**config.mk**
```make
export PLATFORM = sky130hd
export DESIGN_NAME = dp_alu
export DESIGN_NICKNAME = d
export VERILOG_FILES = /design/src/rtl/dp_alu_pkg.sv /design/src/rtl/dp_alu_decode.sv /design/src/rtl/dp_alu_addsub.sv /design/src/rtl/dp_alu_bitwise.sv /design/src/rtl/dp_alu.sv
export SDC_FILE = /design/constraint.sdc
export NUM_CORES = 1
export LEC_CHECK = 0
export CAP_MARGIN = 25
export CORE_MARGIN = 1
export CORE_UTILIZATION = 45
export DETAILED_ROUTE_END_ITERATION = 8
export GPL_TIMING_DRIVEN = 1
export PLACE_DENSITY_LB_ADDON = 0.2
export REMOVE_ABC_BUFFERS = 1
export SLEW_MARGIN = 20
export SYNTH_ARGS = -nofsm -noshare
export SYNTH_HDL_FRONTEND = slang
export SYNTH_SLANG_ARGS = --single-unit
```
**constraint.sdc**
```tcl
create_clock -name vclk -period 27.1
set_input_delay 8.13 -clock vclk [all_inputs]
set_output_delay 8.13 -clock vclk [all_outputs]
set_load 0.01 [all_outputs]
```
**src/rtl/dp_alu_pkg.sv**
```systemverilog
package dp_alu_pkg;

  localparam int OPC_W = 4;

  typedef enum logic [OPC_W-1:0] {
    OP_AND = 4'h0, OP_EOR = 4'h1, OP_SUB = 4'h2, OP_RSB = 4'h3,
    OP_ADD = 4'h4, OP_ADC = 4'h5, OP_SBC = 4'h6, OP_RSC = 4'h7,
    OP_TST = 4'h8, OP_TEQ = 4'h9, OP_CMP = 4'hA, OP_CMN = 4'hB,
    OP_ORR = 4'hC, OP_MOV = 4'hD, OP_BIC = 4'hE, OP_MVN = 4'hF
  } alu_op_e;

  // carry-in source for the adder
  typedef enum logic [1:0] {
    CIN_ZERO  = 2'd0,
    CIN_ONE   = 2'd1,
    CIN_FLAG  = 2'd2
  } cin_mode_e;

  // bitwise function select
  typedef enum logic [2:0] {
    LG_AND  = 3'd0,
    LG_XOR  = 3'd1,
    LG_OR   = 3'd2,
    LG_CLR  = 3'd3,
    LG_PASS = 3'd4,
    LG_NOT  = 3'd5
  } logic_sel_e;

  typedef struct packed {
    logic n;
    logic z;
    logic c;
    logic v;
  } flags_t;

endpackage

```
**src/rtl/dp_alu_decode.sv**
```systemverilog
module dp_alu_decode
  import dp_alu_pkg::*;
(
  input  logic [OPC_W-1:0] opcode,
  output logic             is_arith,
  output logic             swap_ops,
  output logic             inv_second,
  output cin_mode_e        cin_mode,
  output logic_sel_e       lg_sel,
  output logic             writes_result
);

  always_comb begin
    is_arith   = 1'b0;
    swap_ops   = 1'b0;
    inv_second = 1'b0;
    cin_mode   = CIN_ZERO;
    lg_sel     = LG_AND;
    unique case (alu_op_e'(opcode))
      OP_AND, OP_TST: lg_sel = LG_AND;
      OP_EOR, OP_TEQ: lg_sel = LG_XOR;
      OP_ORR:         lg_sel = LG_OR;
      OP_BIC:         lg_sel = LG_CLR;
      OP_MOV:         lg_sel = LG_PASS;
      OP_MVN:         lg_sel = LG_NOT;
      OP_ADD, OP_CMN: is_arith = 1'b1;
      OP_ADC: begin
        is_arith = 1'b1;
        cin_mode = CIN_FLAG;
      end
      OP_SUB, OP_CMP: begin
        is_arith   = 1'b1;
        inv_second = 1'b1;
        cin_mode   = CIN_ONE;
      end
      OP_SBC: begin
        is_arith   = 1'b1;
        inv_second = 1'b1;
        cin_mode   = CIN_FLAG;
      end
      OP_RSB: begin
        is_arith   = 1'b1;
        swap_ops   = 1'b1;
        inv_second = 1'b1;
        cin_mode   = CIN_ONE;
      end
      OP_RSC: begin
        is_arith   = 1'b1;
        swap_ops   = 1'b1;
        inv_second = 1'b1;
        cin_mode   = CIN_FLAG;
      end
      default: ;
    endcase
    // the compare/test group shares the top opcode bits 2'b10
    writes_result = (opcode[OPC_W-1 -: 2] != 2'b10);
  end

endmodule

```
**src/rtl/dp_alu_addsub.sv**
```systemverilog
module dp_alu_addsub
  import dp_alu_pkg::*;
#(
  parameter int WIDTH = 32
) (
  input  logic [WIDTH-1:0] a_val,
  input  logic [WIDTH-1:0] b_val,
  input  logic             swap_ops,
  input  logic             inv_second,
  input  cin_mode_e        cin_mode,
  input  logic             carry_flag,
  output logic [WIDTH-1:0] sum,
  output logic             carry_out,
  output logic             overflow
);

  localparam int EXT_W = WIDTH + 1;

  logic [WIDTH-1:0] first_term;
  logic [WIDTH-1:0] second_term;
  logic             carry_in;

  function automatic logic [EXT_W-1:0] add_ext(
    input logic [WIDTH-1:0] x,
    input logic [WIDTH-1:0] y,
    input logic             ci
  );
    return {1'b0, x} + {1'b0, y} + {{WIDTH{1'b0}}, ci};
  endfunction

  function automatic logic signed_ovf(
    input logic xs,
    input logic ys,
    input logic rs
  );
    return (xs == ys) && (rs != xs);
  endfunction

  logic [EXT_W-1:0] wide_sum;

  always_comb begin
    first_term  = swap_ops ? b_val : a_val;
    second_term = swap_ops ? a_val : b_val;
    if (inv_second) second_term = ~second_term;
    unique case (cin_mode)
      CIN_ONE:  carry_in = 1'b1;
      CIN_FLAG: carry_in = carry_flag;
      default:  carry_in = 1'b0;
    endcase
    wide_sum  = add_ext(first_term, second_term, carry_in);
    sum       = wide_sum[WIDTH-1:0];
    carry_out = wide_sum[WIDTH];
    overflow  = signed_ovf(first_term[WIDTH-1], second_term[WIDTH-1], sum[WIDTH-1]);
  end

endmodule

```
**src/rtl/dp_alu_bitwise.sv**
```systemverilog
module dp_alu_bitwise
  import dp_alu_pkg::*;
#(
  parameter int WIDTH = 32
) (
  input  logic [WIDTH-1:0] a_val,
  input  logic [WIDTH-1:0] b_val,
  input  logic_sel_e       lg_sel,
  output logic [WIDTH-1:0] value
);

  always_comb begin
    unique case (lg_sel)
      LG_AND:  value = a_val & b_val;
      LG_XOR:  value = a_val ^ b_val;
      LG_OR:   value = a_val | b_val;
      LG_CLR:  value = a_val & ~b_val;
      LG_PASS: value = b_val;
      LG_NOT:  value = ~b_val;
      default: value = '0;
    endcase
  end

endmodule

```
**src/rtl/dp_alu.sv**
```systemverilog
module dp_alu
  import dp_alu_pkg::*;
#(
  parameter int WIDTH = 32
) (
  input  logic [WIDTH-1:0] a_op,
  input  logic [WIDTH-1:0] b_op,
  input  logic [3:0]       opcode,
  input  logic             set_flags,
  input  logic             n_in,
  input  logic             z_in,
  input  logic             c_in,
  input  logic             v_in,
  input  logic             shift_carry,
  output logic [WIDTH-1:0] result,
  output logic             result_we,
  output logic             n_out,
  output logic             z_out,
  output logic             c_out,
  output logic             v_out
);

  localparam int EXT_W = WIDTH + 1;

  // named internal events, visible to the assertions
  logic             is_arith;
  logic             swap_ops;
  logic             inv_second;
  cin_mode_e        cin_mode;
  logic_sel_e       lg_sel;
  logic             writes_result;
  logic [WIDTH-1:0] arith_val;
  logic             arith_carry;
  logic             arith_ovf;
  logic [WIDTH-1:0] bitwise_val;
  flags_t           flags_cur;
  flags_t           flags_nxt;

  dp_alu_decode u_decode (
    .opcode        (opcode),
    .is_arith      (is_arith),
    .swap_ops      (swap_ops),
    .inv_second    (inv_second),
    .cin_mode      (cin_mode),
    .lg_sel        (lg_sel),
    .writes_result (writes_result)
  );

  dp_alu_addsub #(.WIDTH(WIDTH)) u_addsub (
    .a_val      (a_op),
    .b_val      (b_op),
    .swap_ops   (swap_ops),
    .inv_second (inv_second),
    .cin_mode   (cin_mode),
    .carry_flag (c_in),
    .sum        (arith_val),
    .carry_out  (arith_carry),
    .overflow   (arith_ovf)
  );

  dp_alu_bitwise #(.WIDTH(WIDTH)) u_bitwise (
    .a_val  (a_op),
    .b_val  (b_op),
    .lg_sel (lg_sel),
    .value  (bitwise_val)
  );

  always_comb begin
    flags_cur = '{n: n_in, z: z_in, c: c_in, v: v_in};
    result    = is_arith ? arith_val : bitwise_val;
    result_we = writes_result;
    flags_nxt = flags_cur;
    if (set_flags) begin
      flags_nxt.n = result[WIDTH-1];
      flags_nxt.z = (result == '0);
      flags_nxt.c = is_arith ? arith_carry : shift_carry;
      flags_nxt.v = is_arith ? arith_ovf   : v_in;
    end
    n_out = flags_nxt.n;
    z_out = flags_nxt.z;
    c_out = flags_nxt.c;
    v_out = flags_nxt.v;
  end

  // ---------------------------------------------------------------
  // Checks evaluated whenever the inputs settle
  // ---------------------------------------------------------------
  logic             chk_is_sub;
  logic [WIDTH-1:0] chk_minuend;
  logic [WIDTH-1:0] chk_subtr;
  logic             chk_borrow;
  logic [EXT_W-1:0] chk_need;

  always_comb begin
    chk_is_sub  = 1'b0;
    chk_minuend = a_op;
    chk_subtr   = b_op;
    chk_borrow  = 1'b0;
    case (opcode)
      4'h2, 4'hA: chk_is_sub = 1'b1;
      4'h6: begin chk_is_sub = 1'b1; chk_borrow = ~c_in; end
      4'h3: begin chk_is_sub = 1'b1; chk_minuend = b_op; chk_subtr = a_op; end
      4'h7: begin
        chk_is_sub  = 1'b1; chk_minuend = b_op; chk_subtr = a_op;
        chk_borrow  = ~c_in;
      end
      default: ;
    endcase
    chk_need = {1'b0, chk_subtr} + {{WIDTH{1'b0}}, chk_borrow};

    if (opcode[3:2] == 2'b10)
      AST_TEST_NO_WRITE: assert (!result_we);
    if (!set_flags)
      AST_FLAGS_HOLD: assert ({n_out, z_out, c_out, v_out} == {n_in, z_in, c_in, v_in});
    if (set_flags && !is_arith)
      AST_BITWISE_CV: assert (c_out == shift_carry && v_out == v_in);
    if (set_flags)
      AST_ZERO_FLAG: assert (z_out == (result == '0) && n_out == result[WIDTH-1]);
    if (set_flags && chk_is_sub)
      AST_NO_BORROW: assert (c_out == ({1'b0, chk_minuend} >= chk_need));
  end

endmodule

```
==> flow_metrics.tcl <==
set metrics [dict create \
    grt_pass1_vias 6257 \
    hold_ws_ns 17.26 \
    max_freq_mhz 43.9 \
    fin_tns_setup_ns 0 \
    maxCapViolCount 0 \
    die_area_sq_um 13400 \
    clkbuf_count 0 \
    n_fill_cell 1311 \
    final.setup.worst_slack_ns 4.30 \
    drt_iter0_drc 860 \
    worstHoldStart "z_in" \
    synth_area_sq_um 5810 \
    timing.final.crit_share 0.841 \
    die_h_um 116 \
    finalHoldViolations 0 \
    vias 7149 \
    drt-total-wl_um 20500 \
    die_w_um 116 \
    tightest_slew_ns 0.970 \
    path_class "in -> out" \
    synth_cell_types 83 \
    endpoint_kind "output port" \
    grt_util_all_layers 0.299 \
    wl_per_cell_um 17.8 \
    io-pin-count 111 \
    worstPathRequired_ns 18.97 \
    rsz0062_at_grt "false" \
    synth_top_area_cell "ha_1" \
    max_stage_delay_ns 0.63 \
    slew_viol_final 0 \
    routabilityCongestion 0.971 \
    power_leakage_nw 2.94 \
    synth_top_area_share 0.140 \
    power.density_nw_per_um2 33.8 \
    worstPathCellList "clkdlybuf4s50_1, buf_4, clkinv_1, nand3_4, buf_4, o21ai_0, xnor2_1, ha_1, a211o_1, a221oi_2, o31a_1, xor2_1, nor2_1, a2111oi_0, nand4_1, nor4_1, nand4b_1, o2bb2ai_1, clkdlybuf4s50_1" \
    hp-class "in -> out" \
    finish.utilization 0.545 \
    antenna_found_initial 0 \
    hpwl_um 15000 \
    p_total_uw 233 \
    grt_max_degree 81 \
    synth_cells 924 \
    dr.pass1.iters 6 \
    ys_seq_area_frac 0 \
    start_util 0.461 \
    cp_max_fo 80 \
    setup_viol 0 \
    rows 41 \
    min_delay_path_depth 3 \
    cp_num_buf_inv 5 \
    syn2layout_area_growth_pct 18.4 \
    portBuffers 111 \
    arrival_ns 14.67 \
    viasPerCell 6.22 \
    cts_resized 0 \
    yosys_warnings 0 \
    nFlopsAndLatches 0 \
    synthTopCellsByArea "ha_1 (14%), o21ai_0 (9.6%), nand2_1 (7.2%)" \
    diodes 0 \
    slew_headroom 0.352 \
    drive_gt1_frac 0.0450 \
    postCtsSetupRepairBufs 0 \
    grt_pass1_wl_um 32200 \
    avgSynthCellArea_sq_um 6.29 \
    final_cell_mix "nand2_1 (111), o21ai_0 (111), clkdlybuf4s50_1 (108)" \
    critPathTopFamily "buffers and inverters" \
    cts_hold_buf 0 \
    min_to "z_out" \
    grt_overflow 0 \
    peakVddDrop_mv 0.0185 \
    route.detailed.drc 0 \
    fin_nets 1120 \
    period_needed_ns 22.80 \
    regArea_sq_um 0 \
    outcome "completed" \
    start_kind "primary input" \
    cpMaxStageDelayCell "buf_4" \
    coreArea_sq_um 12600 \
    multi_input_area_sq_um 5180 \
    pre_cts_slack_ns 4.42 \
    drtAntennaViolNets 0 \
]
## power breakdown
| group | internal [mW] | switching [mW] | leakage (nW) | total, mW |
|---|---|---|---|---|
| Sequential | 0 | 0 | 0 | 0 |
| Combinational | 0.102 | 0.130 | 2.94 | 0.233 |
| Clock | 0 | 0 | 0 | 0 |
| Total | 0.102 | 0.130 | 2.94 | 0.233 |
## stage by stage
stage	cells	cell area, sq um
2_1_floorplan	853	5440
3_3_place_gp	1149	6880
3_5_place_dp	1149	6880
4_1_cts	1149	6880
5_1_grt	1149	6880
6_report	1149	6880
## cells by family after synthesis
kind of cell	Yosys count	synth area share
xor+xnor	56	0.0844
buf+inv	147	0.112
simple gates	285	0.227
fa+ha+maj	67	0.147
compound gates	362	0.417
mux	7	0.0123
## per-layer routing
metal  global-route usage  vias to the layer above  wire [um]
met4               0.0521                        0        311
li1                     -                     3509          -
met5                    0                        -          0
met3               0.0157                       22       1960
met2                0.493                      382       9060
met1                0.433                     3236       9160
## layout make-up
cell class / count / area share
inverter: 76 / 0.0415
tap: 172 / 0.0313
multi-input combinational: 777 / 0.754
timing repair buffer: 124 / 0.174
## tightest hold or removal path, delay by kind of cell
kind,cells,cell delay [ns]
buffers and inverters,2,0.88
AOI/OAI and AO/OA,1,0.12
## cells in the mapped netlist, types with 12 or more instances
library cell and n:
nand2_1 111, o21ai_0 111, a21oi_1 81, inv_1 75
nor2_1 66, ha_1 65, xnor2_1 47, buf_2 30
clkbuf_1 27, nand3_1 22, nor3_1 16, o32ai_1 15
o31ai_1 13, a21o_1 12
## worst max-delay path by stage
stage | start | endpoint | slack [ns] | cells after the start
floorplan | opcode[3] | z_out | 5.33 | 17
global placement | opcode[3] | z_out | 4.49 | 19
detailed placement | opcode[3] | z_out | 4.42 | 19
CTS | opcode[3] | z_out | 4.41 | 19
global route | opcode[3] | z_out | 3.96 | 19
finish | opcode[3] | z_out | 4.30 | 19
(Power assumes the default switching activity.)
